File: config.mk
export PLATFORM = sky130hd
export DESIGN_NAME = rst_sequencer
export DESIGN_NICKNAME = d
export VERILOG_FILES = /design/src/rtl/rsq_pkg.sv /design/src/rtl/rsq_filter.sv /design/src/rtl/rsq_pin_edge.sv /design/src/rtl/rsq_stretch.sv /design/src/rtl/rst_sequencer.sv
export SDC_FILE = /design/constraint.sdc
export NUM_CORES = 1
export LEC_CHECK = 0
export ABC_AREA = 1
export BUFFER_PORTS_ARGS = -buffer_cell sky130_fd_sc_hd__buf_2
export CORE_AREA = 2 2 39 41
export CTS_BUF_LIST = sky130_fd_sc_hd__clkbuf_16
export CTS_CLUSTER_SIZE = 12
export DETAILED_ROUTE_END_ITERATION = 6
export DIE_AREA = 0 0 41 43
export GPL_TIMING_DRIVEN = 1
export PLACE_DENSITY = 0.72
export SLEW_MARGIN = 20
export SYNTH_ARGS = -nofsm -noshare
export SYNTH_HDL_FRONTEND = slang
export SYNTH_SLANG_ARGS = --single-unit
File: constraint.sdc
create_clock -name clk -period 2.6 [get_ports clk]
set_input_delay 0.52 -clock clk [delete_from_list [all_inputs] [get_ports clk]]
set_output_delay 0.52 -clock clk [all_outputs]
set_load 0.02 [all_outputs]
File: src/rtl/rsq_pkg.sv
package rsq_pkg;
  // width of a counter that must hold values 0..n
  function automatic int unsigned cnt_w(input int unsigned n);
    return (n < 2) ? 1 : $clog2(n + 1);
  endfunction
endpackage

File: src/rtl/rsq_filter.sv
// Raises hit_o after act_i has been sampled high on LEN consecutive edges;
// drops it on the first edge act_i is low.
module rsq_filter #(
  parameter int unsigned LEN     = 4,
  parameter bit          RST_HIT = 1'b0
) (
  input  logic clk,
  input  logic rst_n,
  input  logic act_i,
  output logic hit_o
);
  localparam int unsigned CW = rsq_pkg::cnt_w(LEN);
  localparam logic [CW-1:0] LAST = CW'(LEN - 1);

  logic [CW-1:0] run_q, run_d;
  logic          hit_q, hit_d;

  always_comb begin
    run_d = run_q;
    hit_d = hit_q;
    if (!act_i) begin
      run_d = '0;
      hit_d = 1'b0;
    end else if (run_q == LAST) begin
      hit_d = 1'b1;
    end else begin
      run_d = run_q + 1'b1;
    end
  end

  always_ff @(posedge clk or negedge rst_n) begin
    if (!rst_n) begin
      run_q <= RST_HIT ? LAST : '0;
      hit_q <= RST_HIT;
    end else begin
      run_q <= run_d;
      hit_q <= hit_d;
    end
  end

  assign hit_o = hit_q;
endmodule

File: src/rtl/rsq_pin_edge.sv
// Falling-edge detector on the shared line, masked while this block drives it.
module rsq_pin_edge (
  input  logic clk,
  input  logic rst_n,
  input  logic pin_i,
  input  logic own_drive_i,
  output logic fall_o
);
  logic pin_q;

  always_ff @(posedge clk or negedge rst_n) begin
    if (!rst_n) pin_q <= 1'b0;
    else        pin_q <= pin_i;
  end

  assign fall_o = pin_q & ~pin_i & ~own_drive_i;
endmodule

File: src/rtl/rsq_stretch.sv
// Holds act_o while hold_i is high or on trig_i, then for LEN more cycles.
module rsq_stretch #(
  parameter int unsigned LEN = 20
) (
  input  logic clk,
  input  logic rst_n,
  input  logic hold_i,
  input  logic trig_i,
  output logic act_o
);
  localparam int unsigned CW = rsq_pkg::cnt_w(LEN);
  localparam logic [CW-1:0] LAST = CW'(LEN - 1);

  logic [CW-1:0] cnt_q, cnt_d;
  logic          act_q, act_d;
  logic          cnt_en;

  assign cnt_en = act_q & ~hold_i & ~trig_i;

  always_comb begin
    cnt_d = cnt_q;
    act_d = act_q;
    if (hold_i || trig_i) begin
      cnt_d = '0;
      act_d = 1'b1;
    end else if (cnt_en) begin
      if (cnt_q == LAST) begin
        cnt_d = '0;
        act_d = 1'b0;
      end else begin
        cnt_d = cnt_q + 1'b1;
      end
    end
  end

  always_ff @(posedge clk or negedge rst_n) begin
    if (!rst_n) begin
      cnt_q <= '0;
      act_q <= 1'b1;
    end else begin
      cnt_q <= cnt_d;
      act_q <= act_d;
    end
  end

  assign act_o = act_q;
endmodule

File: src/rtl/rst_sequencer.sv
module rst_sequencer #(
  parameter int unsigned TIMEOUT_CYC  = 20,
  parameter int unsigned SUP_FILT_CYC = 3,
  parameter int unsigned BTN_FILT_CYC = 4
) (
  input  logic clk,
  input  logic rst_n,
  input  logic supply_ok_i,
  input  logic btn_n_i,
  input  logic pin_sense_i,
  output logic pin_pull_o,
  output logic rst_level_o
);
  logic sup_bad, btn_held, pin_fall, active;

  rsq_filter #(.LEN(SUP_FILT_CYC), .RST_HIT(1'b1)) u_sup_filt (
    .clk(clk), .rst_n(rst_n), .act_i(~supply_ok_i), .hit_o(sup_bad)
  );

  rsq_filter #(.LEN(BTN_FILT_CYC), .RST_HIT(1'b0)) u_btn_filt (
    .clk(clk), .rst_n(rst_n), .act_i(~btn_n_i), .hit_o(btn_held)
  );

  rsq_pin_edge u_pin_edge (
    .clk(clk), .rst_n(rst_n), .pin_i(pin_sense_i),
    .own_drive_i(active), .fall_o(pin_fall)
  );

  rsq_stretch #(.LEN(TIMEOUT_CYC)) u_stretch (
    .clk(clk), .rst_n(rst_n), .hold_i(sup_bad | btn_held),
    .trig_i(pin_fall), .act_o(active)
  );

  assign rst_level_o = active;
  assign pin_pull_o  = active;
endmodule

# Word-level counts from Yosys, hierarchy flattened
# Index checks and enable logic that the tools add are counted.
# totals
reg_bits	14
inputBits	5
wordCells	44
# op_classes
addsub	3
bitwise	9
n_mux	14
n_reduce_logical	6
n_eq_ne	5
# op_table
operator	count
$mux 5	3
$reduce_bool 2->1	4
$mux 1	7
$mux 3	2
$add 5x1->5 const B	1
$eq 5x5->1 const B	1
$and 1x1->1	4
$mux 2	2
$ne 2x2->1 const B	2
$not 1->1	4
$add 3x1->3 const B	1
$eq 3x2->1 const B	1
$add 2x1->2 const B	1
$eq 2x2->1 const B	1
$reduce_and 2->1	1
$logic_or 1x1->1	1
$or 1x1->1	1

# Logic depth before layout (Yosys ltp)
# Gate-level depths: netlist of the first run.
# depth
word_depth	7
mapped_depth	7

# By module
# A second synthesis of the first run with hierarchy kept.
# unflattened
hier_cells	90
hier_area_um2	732.0
# by_module_without_submodules
module	cells_per_inst	instances	seq_area_each_um2	area_each_um2
rsq_stretch	46	1	151.4	341.6
rsq_filter at u_btn_filt	20	1	100.1	188.9
rsq_filter at u_sup_filt	14	1	77.6	136.4
rsq_pin_edge	4	1	25.0	38.8
rst_sequencer	6	1	0.0	26.3

# Worst setup path before layout of the first run
# Ideal clock, no wire load.
# synth_timing
path_type	register to output
startpoint	reg u_stretch.act_q (netlist: u_stretch.act_o)
endpoint	out rst_level_o
arrival_ns	0.798
path_stages_with_launch	2
slack_ns	1.282
path_cell_list	dfstp_2 -> buf_4
# synth_lines
item	line	rtl
from (decl)	rsq_stretch.sv:15	logic act_q, act_d;
from (signal assigned)	rsq_stretch.sv:42	act_q <= act_d;
to (decl)	rst_sequencer.sv:12	output logic rst_level_o
# No word-level cell between the ends.

# Final worst setup path of the first run
# layout_timing
startpoint	reg u_stretch.act_q (netlist: u_stretch.act_o)
endpoint	out pin_pull_o
# layout_lines
item	line	rtl
to (decl)	rst_sequencer.sv:11	output logic pin_pull_o,
# No word-level cell between the ends.

==> results.cfg, run 1 <==
[clock_network]
clkTransAtPathRegs_ns = 0.05
clk_latency_ns = 0.24
cts-resized-gates = 0
cts_sinks = 14
numCtsBuffers = 3
tritoncts = done
cts_setup_buffers = 0
cts_buffer_depth = 2
cts-root-buf = clkbuf_16
hold_buffers = 0
cts_max_level = 1

[sta]
rsz0062_at_grt = no
max_clock_freq_mhz = 647
tns_ns = 0
min_period_ns = 1.55
fin_crit_sh_pct = 59.5
timing.hold.ws_ns = 0.163
finalMaxSlewViolations = 0
setup_viol = 0
hold_violations = 0
skew_ns = 0.00323
worstMarginPinSlew_ns = 0.311
slew_headroom_pct = 79.3

[finish]
post_route_cells_drive_above_1_share_pct = 17.8
final_nets = 100
area.growth.synth_to_final_pct = 17.5
fillCellCount = 137
num_antenna_cells = 0

[synthesis]
synth_area_leader_cell = dfrtp_1
synth_top_area_share_pct = 39.7
yosysWarnings = 0
yosysUniqueCellTypes = 18
synth_nets = 90
synth_area_um2 = 693
synthTopCellsByArea = dfrtp_1 40%, nand2_1 12%, dfstp_2 11%
yosysSeqAreaShare_pct = 51.1
syn_avg_cell_area_um2 = 8.56
ys_ff_latch = 14
netlist_instances = 81

[floorplan]
start_util_pct = 50.1
die_h_um = 43
placementRows = 14
die_w_um = 41
ios = 7
core_um2 = 1380
fp.dieArea_um2 = 1760

[pwr]
leakagePower_uw = 0.000425
finalPower_uw = 823
vdd_ir_drop_max_mv = 0.739
power.density_nw_per_um2 = 1010

[setup_path]
rr_worst_depth = 5
crit_required_ns = 2.08
crit_buf_inv = 1
reg2reg_slack_ns = 1.20
worstReg2RegEnd = u_btn_filt.run_q[2]
crit_chain = buf_2
cp.arrival_ns = 1.03
cpPeakStageDelay_ns = 0.60
worstSetupPathType = flip-flop to output port
start_kind = flip-flop
r2r_start = u_btn_filt.run_q[0]
cp_slowest_cell = dfstp_2
worstSetupEndpointType = output port
cp_max_fo = 8
cp_top_family = flip-flops

[route]
dr.pass1.iters = 4
drt_iter0_markers = 11
via_count = 528
post_drt_wl_per_cell_um = 10.7
wl_um = 1140
routed_via_density = 4.98
drc = 0
antenna_left = 0

[job]
maxCapViolations = 0

[hold_path]
hp-class = input port to async pin

[global_routing]
grt_pass1_wl_um = 2060
grt_max_degree = 15
antenna_found_initial = 0
grt_usage_pct = 18.0
overflow = 0
grt_pass1_vias = 488

[placement]
hpwl_um = 820
globalplace.congestion = 0.642
portBuffers = 6

[run_status]
status = finished, final reports clean
## layout by cell type (no fill, tap or decap)
| cell type | n |
|---|---|
| a21oi_1 | 1 |
| buf_2 | 6 |
| clkbuf_16 | 3 |
| clkinv_1 | 1 |
| clkinv_2 | 1 |
| dfrtp_1 | 11 |
| dfstp_2 | 3 |
| ha_1 | 4 |
| inv_1 | 11 |
| inv_2 | 1 |
| nand2_1 | 22 |
| nand3_1 | 5 |
| nand3_2 | 1 |
| nand4_1 | 5 |
| nor2_1 | 6 |
| nor2_2 | 1 |
| o21ai_1 | 3 |
| o22ai_1 | 2 |
| or2_1 | 2 |
| xor2_1 | 1 |
## cells by family (layout without fill, tap and decap cells)
| kind of cell | count (synthesis) | in the layout | synth area share [%] |
|---|---|---|---|
| AOI/OAI and AO/OA | 6 | 6 | 4.69 |
| xor gates and xnor gates | 1 | 1 | 1.26 |
| adders and majority gates | 4 | 4 | 7.22 |
| buffers and inverters | 14 | 23 | 8.30 |
| DFF | 14 | 14 | 51.1 |
| and+or+nand+nor | 42 | 42 | 27.4 |
## metrics by stage
step | utilization (%) | cells | setup slack, ns | cell area [µm²]
4_1_cts | 58.9 | 106 | 1.05 | 815
3_5_place_dp | 53.2 | 102 | 1.21 | 736
2_1_floorplan | - | 81 | 1.28 | 693
5_1_grt | 58.9 | 106 | 1.02 | 815
3_3_place_gp | 53.2 | 102 | 1.24 | 736
6_report | 58.9 | 106 | 1.05 | 815
## worst max-delay path by stage
stage / to / startpoint / depth (start not counted) / slack [ns]
global placement: u_btn_filt.run_q[0] / u_btn_filt.run_q[0] / 5 / 1.24
floorplan: rst_level_o / u_stretch.act_o / 1 / 1.28
detailed placement: u_btn_filt.run_q[0] / u_btn_filt.run_q[0] / 5 / 1.21
global route: pin_pull_o / u_stretch.act_o / 1 / 1.02
CTS: pin_pull_o / u_stretch.act_o / 1 / 1.05
finish: pin_pull_o / u_stretch.act_o / 1 / 1.05
## synthesized netlist by cell type, drive strengths merged
cell and count:
xor2 1, a21oi 1, inv 12, o22ai 2, o21ai 3, ha 4
nand4 5, nand2 22, nand3 6, or2 2, dfrtp 11, dfstp 3
clkinv 1, buf 1, nor2 7
## sequential cells by signal, indices dropped and copies added, names as in the netlist
signal and flops:
u_stretch.act_o 1, u_btn_filt.hit_o 1, u_sup_filt.hit_o 1, u_stretch.cnt_q 5
u_sup_filt.run_q 2, u_pin_edge.pin_q 1, u_btn_filt.run_q 3
## power breakdown
part | switching (µW) | internal (µW) | leakage [µW]
clock | 85.1 | 203 | 0.0000385
combinational | 117 | 76.7 | 0.000213
sequential | 51.0 | 291 | 0.000174
## layout make-up
class / instances / area, µm² / area share, %
Clock buffer: 3 / 75.1 / 9.22
Clock inverter: 1 / 3.75 / 0.461
Inverter: 13 / 50.0 / 6.14
Multi-Input combinational cell: 53 / 282 / 34.6
Sequential cell: 14 / 354 / 43.5
Tap cell: 16 / 20.0 / 2.46
Timing Repair Buffer: 6 / 30.0 / 3.69
## routing by layer
layer  track usage [%]  part of all wire (%)
met5                 0                     0
met4              12.0                   2.9
met3              6.28                   4.0
met2              24.7                    49
met1              22.9                    44
Note: power is estimated with default switching activity, not from simulation.
==> inputs of run 2 (changes only) <==
- ABC_AREA: 1 -> 0
- PLACE_DENSITY: 0.72 -> 0.68
- clock period: 2.6 -> 1.5 ns (I/O delays scaled with it)
==> run 2 against run 1 <==
Net effect: via count fell by 16%; final area fell by 4.8%; synthesized cell count down 25%; sequential power rose by 92%; critical path type unchanged; critical endpoint unchanged; largest cell class unchanged.
==> results.cfg, run 2 <==
[setup_path]
reg2reg_slack_ns = 0.23
endpoint = pin_pull_o
crit_required_ns = 1.20
cp_max_fo = 11
worstSetupEndpointType = output port
crit_chain = buf_2
cp_top_family = flip-flops
cp_slowest_cell = dfstp_2
startpoint = u_stretch.act_o
r2r_start = u_stretch.act_o
rr_worst_depth = 3
crit_buf_inv = 1
worstReg2RegEnd = u_stretch.act_o
cp.arrival_ns = 1.05
worstSetupPathType = flip-flop to output port
cp.depth = 1
start_kind = flip-flop
cpPeakStageDelay_ns = 0.62

[global_routing]
antenna_found_initial = 0
grt_pass1_vias = 383
grt_max_degree = 15
overflow = 0
grt_usage_pct = 14.6
grt_pass1_wl_um = 1580

[sta]
min_period_ns = 1.35
rsz0062_at_grt = no
max_clock_freq_mhz = 738
fin_crit_sh_pct = 90.3
setup_ws_ns = 0.145
finalMaxSlewViolations = 0
skew_ns = 0.00149
tns_ns = 0
setup_viol = 0
worstMarginPinSlew_ns = 0.297
slew_headroom_pct = 80.2
hold_violations = 0

[clock_network]
clkTransAtPathRegs_ns = 0.04
cts-root-buf = clkbuf_16
cts_sinks = 14
numCtsBuffers = 3
cts_max_level = 1
tritoncts = done
clk_latency_ns = 0.24
cts_buffer_depth = 2

[finish]
post_route_cells_drive_above_1_share_pct = 20.0
regMostFlops = u_stretch.cnt_q
area.growth.synth_to_final_pct = 19.0
multi_input_area_um2 = 275
largest_register_ffs = 5
fillCellCount = 120
seqCellArea_um2 = 354
final_cell_mix = 12 x nor2_1, 11 x dfrtp_1, 6 x a21oi_1, 6 x buf_2, 4 x ha_1
final_common_cell = nor2_1
reg.largest.list = u_stretch.cnt_q: 5 flops, u_btn_filt.run_q: 3 flops, u_sup_filt.run_q: 2 flops
final_nets = 80
num_antenna_cells = 0

[synthesis]
yosysWarnings = 0
synth-main-ff-cell = dfrtp_1
synthTopCellsByArea = dfrtp_1 42%, dfstp_2 12%, ha_1 7.7%
synth_fa_ha_area_share_pct = 7.68
netlist_top_cells_count = 12 x nor2_1, 11 x dfrtp_1, 6 x a21oi_1
synthMostInstantiatedCell = nor2_1
async_flop_share_pct = 100
synth_compound_area_share_pct = 8.64
netlist_instances = 61
synth_xor_area_share_pct = 4.03
synth_area_leader_cell = dfrtp_1
synth_top_area_share_pct = 42.2
syn_avg_cell_area_um2 = 10.7
yosysUniqueCellTypes = 23
synth_mux_area_share_pct = 1.54
synth-edff-count = 0
synth_nets = 70
synth_top_family_by_area = simple AND/OR/NAND/NOR gates
synth_area_um2 = 652
ys_ff_latch = 14
yosysSeqAreaShare_pct = 54.3
yosys.area_share.simple_pct = 20.3

[pwr]
vdd_ir_drop_max_mv = 1.22
power.density_nw_per_um2 = 2070
swShare_pct = 31.0
sequentialPowerShare_pct = 40.8
netSwitchingPower_uw = 498
combPwrFrac_pct = 28.7
clockPowerShare_pct = 30.5
leakagePower_uw = 0.000373
intPower_uw = 1110

[placement]
globalplace.congestion = 0.658
preCtsSetupSlack_ns = 0.238
portBuffers = 6

[route]
via_count = 445
drt_iter0_markers = 3
post_drt_wl_per_cell_um = 11.0
routed_via_density = 5.17
wl_um = 944
dr.pass1.iters = 4
drc = 0
antenna_left = 0

[floorplan]
die_h_um = 43
placementRows = 14
ios = 7
start_util_pct = 47.1
fp.dieArea_um2 = 1760
core_um2 = 1380
die_w_um = 41

[job]
maxCapViolations = 0

[hold_path]
hp-class = input port to flip-flop

[run_status]
status = finished, final reports clean
[run 2: changes by cell type after synthesis, moves of 2 or more]
cell	delta
nand2_1	-21
inv_1	-9
nor2_1	+6
a21oi_1	+5
nand3_1	-4
nand4_1	-4
o21ai_1	-3
nand2b_1	+2
nor2b_1	+2
o21ai_0	+2
o22ai_1	-2
or2_1	-2
xor2_1	+2
[run 2: final cells by class]
| cell class | instances | share of cell area, % |
|---|---|---|
| clock buffers | 3 | 9.68 |
| multi-input cells | 43 | 35.5 |
| inverters | 2 | 0.968 |
| repair buffers | 7 | 5.16 |
| well taps | 16 | 2.58 |
| clock inverters | 1 | 0.484 |
| flip-flops and latches | 14 | 45.6 |
[run 2: how the worst min path moves through the flow]
stage / from / to / slack (ns) / cells past startpoint
detailed placement: rst_n / u_stretch.cnt_q[4] / 0.21 / 1
global route: pin_sense_i / u_pin_edge.pin_q / 0.20 / 1
global placement: rst_n / u_stretch.cnt_q[4] / 0.20 / 1
finish: pin_sense_i / u_pin_edge.pin_q / 0.20 / 1
CTS: pin_sense_i / u_pin_edge.pin_q / 0.19 / 1
floorplan: rst_n / u_btn_filt.hit_o / 0.004 / 0
[run 2: power by group through the flow]
stage | Clock [µW] | Combinational (µW) | Sequential, µW
3_3_place_gp | 0 | 444 | 654
5_1_grt | 525 | 544 | 676
3_5_place_dp | 0 | 461 | 660
2_1_floorplan | 0 | 399 | 628
4_1_cts | 504 | 469 | 654
6_report | 490 | 461 | 655
[run 2: kinds of logic after synthesis]
family	Yosys count
and+or+nand+nor	25
muxes	1
adders and majority gates	4
DFF	14
buffers and inverters	4
xor gates and xnor gates	3
AOI/OAI and AO/OA	10
[run 2: stage by stage]
stage	hold WS [ns]	power [µW]	util, %	area, µm²	cells
after detailed placement	0.205	1120	49.6	687	81
after global placement	0.204	1100	49.6	687	81
after floorplan	0.00441	1030	-	652	61
final	0.197	1610	56.1	776	86
after CTS	0.194	1630	56.1	776	86
after global routing	0.197	1740	56.1	776	86
[run 2: metal layers]
metal / vias to the layer above / wire [µm] / global-route usage (%)
met5: - / 0 / 0
met4: 0 / 33 / 16.0
met3: 4 / 29 / 3.14
met2: 11 / 410 / 18.4
met1: 203 / 470 / 18.3
li1: 227 / - / -
[run 2: what timing repair did]
action / 4_1_cts / 5_1_grt
resized for setup: 0 / 0
hold buffers: 1 / 0
endpoints found under the hold margin: 11 / 0
setup buffers: 0 / 0
==> inputs of run 3 (changes only) <==
- CTS_BUF_LIST: sky130_fd_sc_hd__clkbuf_16 -> not set
- CTS_CLUSTER_SIZE: 12 -> not set
==> run 3 against run 2 <==
Net effect: count of clock-buffer cells in the layout increased by 1; sequential share of layout area rose by 3.3 points; first-iteration DRC count is the same; utilization shrank 3.8 points; clock skew grew 0.0041 ns; routed wire length up 2.0%.
==> results.cfg, run 3 (synthesis gave the netlist of run 2 again) <==
[run_status]
status = finished, final reports clean

[finish]
post_route_cells_drive_above_1_share_pct = 20.0
regMostFlops = u_stretch.cnt_q
final_util_pct = 52.3
seqCellArea_um2 = 354
fillCellCount = 125
reg.largest.list = u_stretch.cnt_q: 5 flops, u_btn_filt.run_q: 3 flops, u_sup_filt.run_q: 2 flops
multi_input_area_um2 = 275
area.growth.synth_to_final_pct = 10.9
largest_register_ffs = 5
final_cell_mix = 12 x nor2_1, 11 x dfrtp_1, 6 x a21oi_1, 6 x buf_2, 4 x ha_1
final_nets = 80
final_common_cell = nor2_1
num_antenna_cells = 0

[sta]
max_clock_freq_mhz = 710
min_period_ns = 1.41
fin_crit_sh_pct = 93.9
finalMaxSlewViolations = 0
slew_headroom_pct = 80.0
worstMarginPinSlew_ns = 0.300
skew_ns = 0.00562
hold_violations = 0
timing.hold.ws_ns = 0.156
tns_ns = 0
rsz0062_at_grt = no
setup_viol = 0
setup_ws_ns = 0.0912

[clock_network]
cts_buffer_depth = 2
cts_sinks = 14
cts_max_level = 1
cts_setup_buffers = 0
numCtsBuffers = 3
tritoncts = done
cts-resized-gates = 0
cts-root-buf = clkbuf_4
clkTransAtPathRegs_ns = 0.08
hold_buffers = 1
clk_latency_ns = 0.28

[setup_path]
cp_slowest_cell = dfstp_2
crit_buf_inv = 1
reg2reg_slack_ns = 0.23
rr_worst_depth = 3
worstSetupEndpointType = output port
cp_top_family = flip-flops
crit_chain = buf_2
r2r_start = u_stretch.act_o
start_kind = flip-flop
worstReg2RegEnd = u_stretch.act_o
cpPeakStageDelay_ns = 0.63
cp.arrival_ns = 1.11
worstSetupPathType = flip-flop to output port
cp_max_fo = 11
crit_required_ns = 1.20

[global_routing]
grt-busiest-layer = met1
grt_max_degree = 15
grt_usage_pct = 14.4
grt_pass1_vias = 383
grt_use_met1_pct = 18.3
overflow = 0
antenna_found_initial = 0
grt_pass1_wl_um = 1570
met3_usage_pct = 3.14
gr-usage-met2_pct = 18.1

[pwr]
power.density_nw_per_um2 = 1840
vdd_ir_drop_max_mv = 0.926
leakagePower_uw = 0.000345
finalPower_uw = 1330

[hold_path]
hold_start = pin_sense_i
holdPathEnd = u_pin_edge.pin_q
hold_depth = 1
hp-class = input port to flip-flop

[route]
post_drt_wl_per_cell_um = 11.2
routed_via_density = 5.23
drc = 0
drt_iter0_markers = 3
antenna_left = 0
wl_um = 963
dr.pass1.iters = 4
via_count = 450

[floorplan]
ios = 7
placementRows = 14
die_h_um = 43
fp.dieArea_um2 = 1760
die_w_um = 41
start_util_pct = 47.1
core_um2 = 1380

[placement]
globalplace.congestion = 0.658
preCtsSetupSlack_ns = 0.238
portBuffers = 6

[job]
maxCapViolations = 0
==> run 3: worst max-delay path by stage <==
stage / start / to / slack [ns] / depth (start not counted)
2_1_floorplan: u_stretch.act_o / u_stretch.act_o / 0.16 / 4
3_3_place_gp: u_stretch.act_o / u_stretch.cnt_q[2] / 0.26 / 3
3_5_place_dp: u_stretch.act_o / u_stretch.act_o / 0.24 / 3
4_1_cts: u_stretch.act_o / pin_pull_o / 0.08 / 1
5_1_grt: u_stretch.act_o / rst_level_o / 0.04 / 1
6_report: u_stretch.act_o / pin_pull_o / 0.09 / 1
==> run 3: stage by stage <==
step                      std cells  cell area, µm²
final                            86             723
after global routing             86             723
after CTS                        86             723
after detailed placement         81             687
after global placement           81             687
after floorplan                  61             652
==> run 3: layout make-up <==
type	count	area share, %
Inverter	2	1.04
Tap cell	16	2.77
Sequential cell	14	49.0
Multi-Input combinational cell	43	38.1
Timing Repair Buffer	7	5.54
Clock buffer	4	3.63
==> run 3: power by group <==
| part | switching [µW] | internal [µW] | total (µW) |
|---|---|---|---|
| combinational | 238 | 223 | 460 |
| sequential | 119 | 532 | 650 |
| clock | 118 | 103 | 221 |
| total | 475 | 857 | 1330 |
==> run 3: layer usage <==
metal  wire (µm)  up-vias
met3          31        5
met5           0        -
met2         417       12
met1         467      207
met4          46        0
li1            -      226
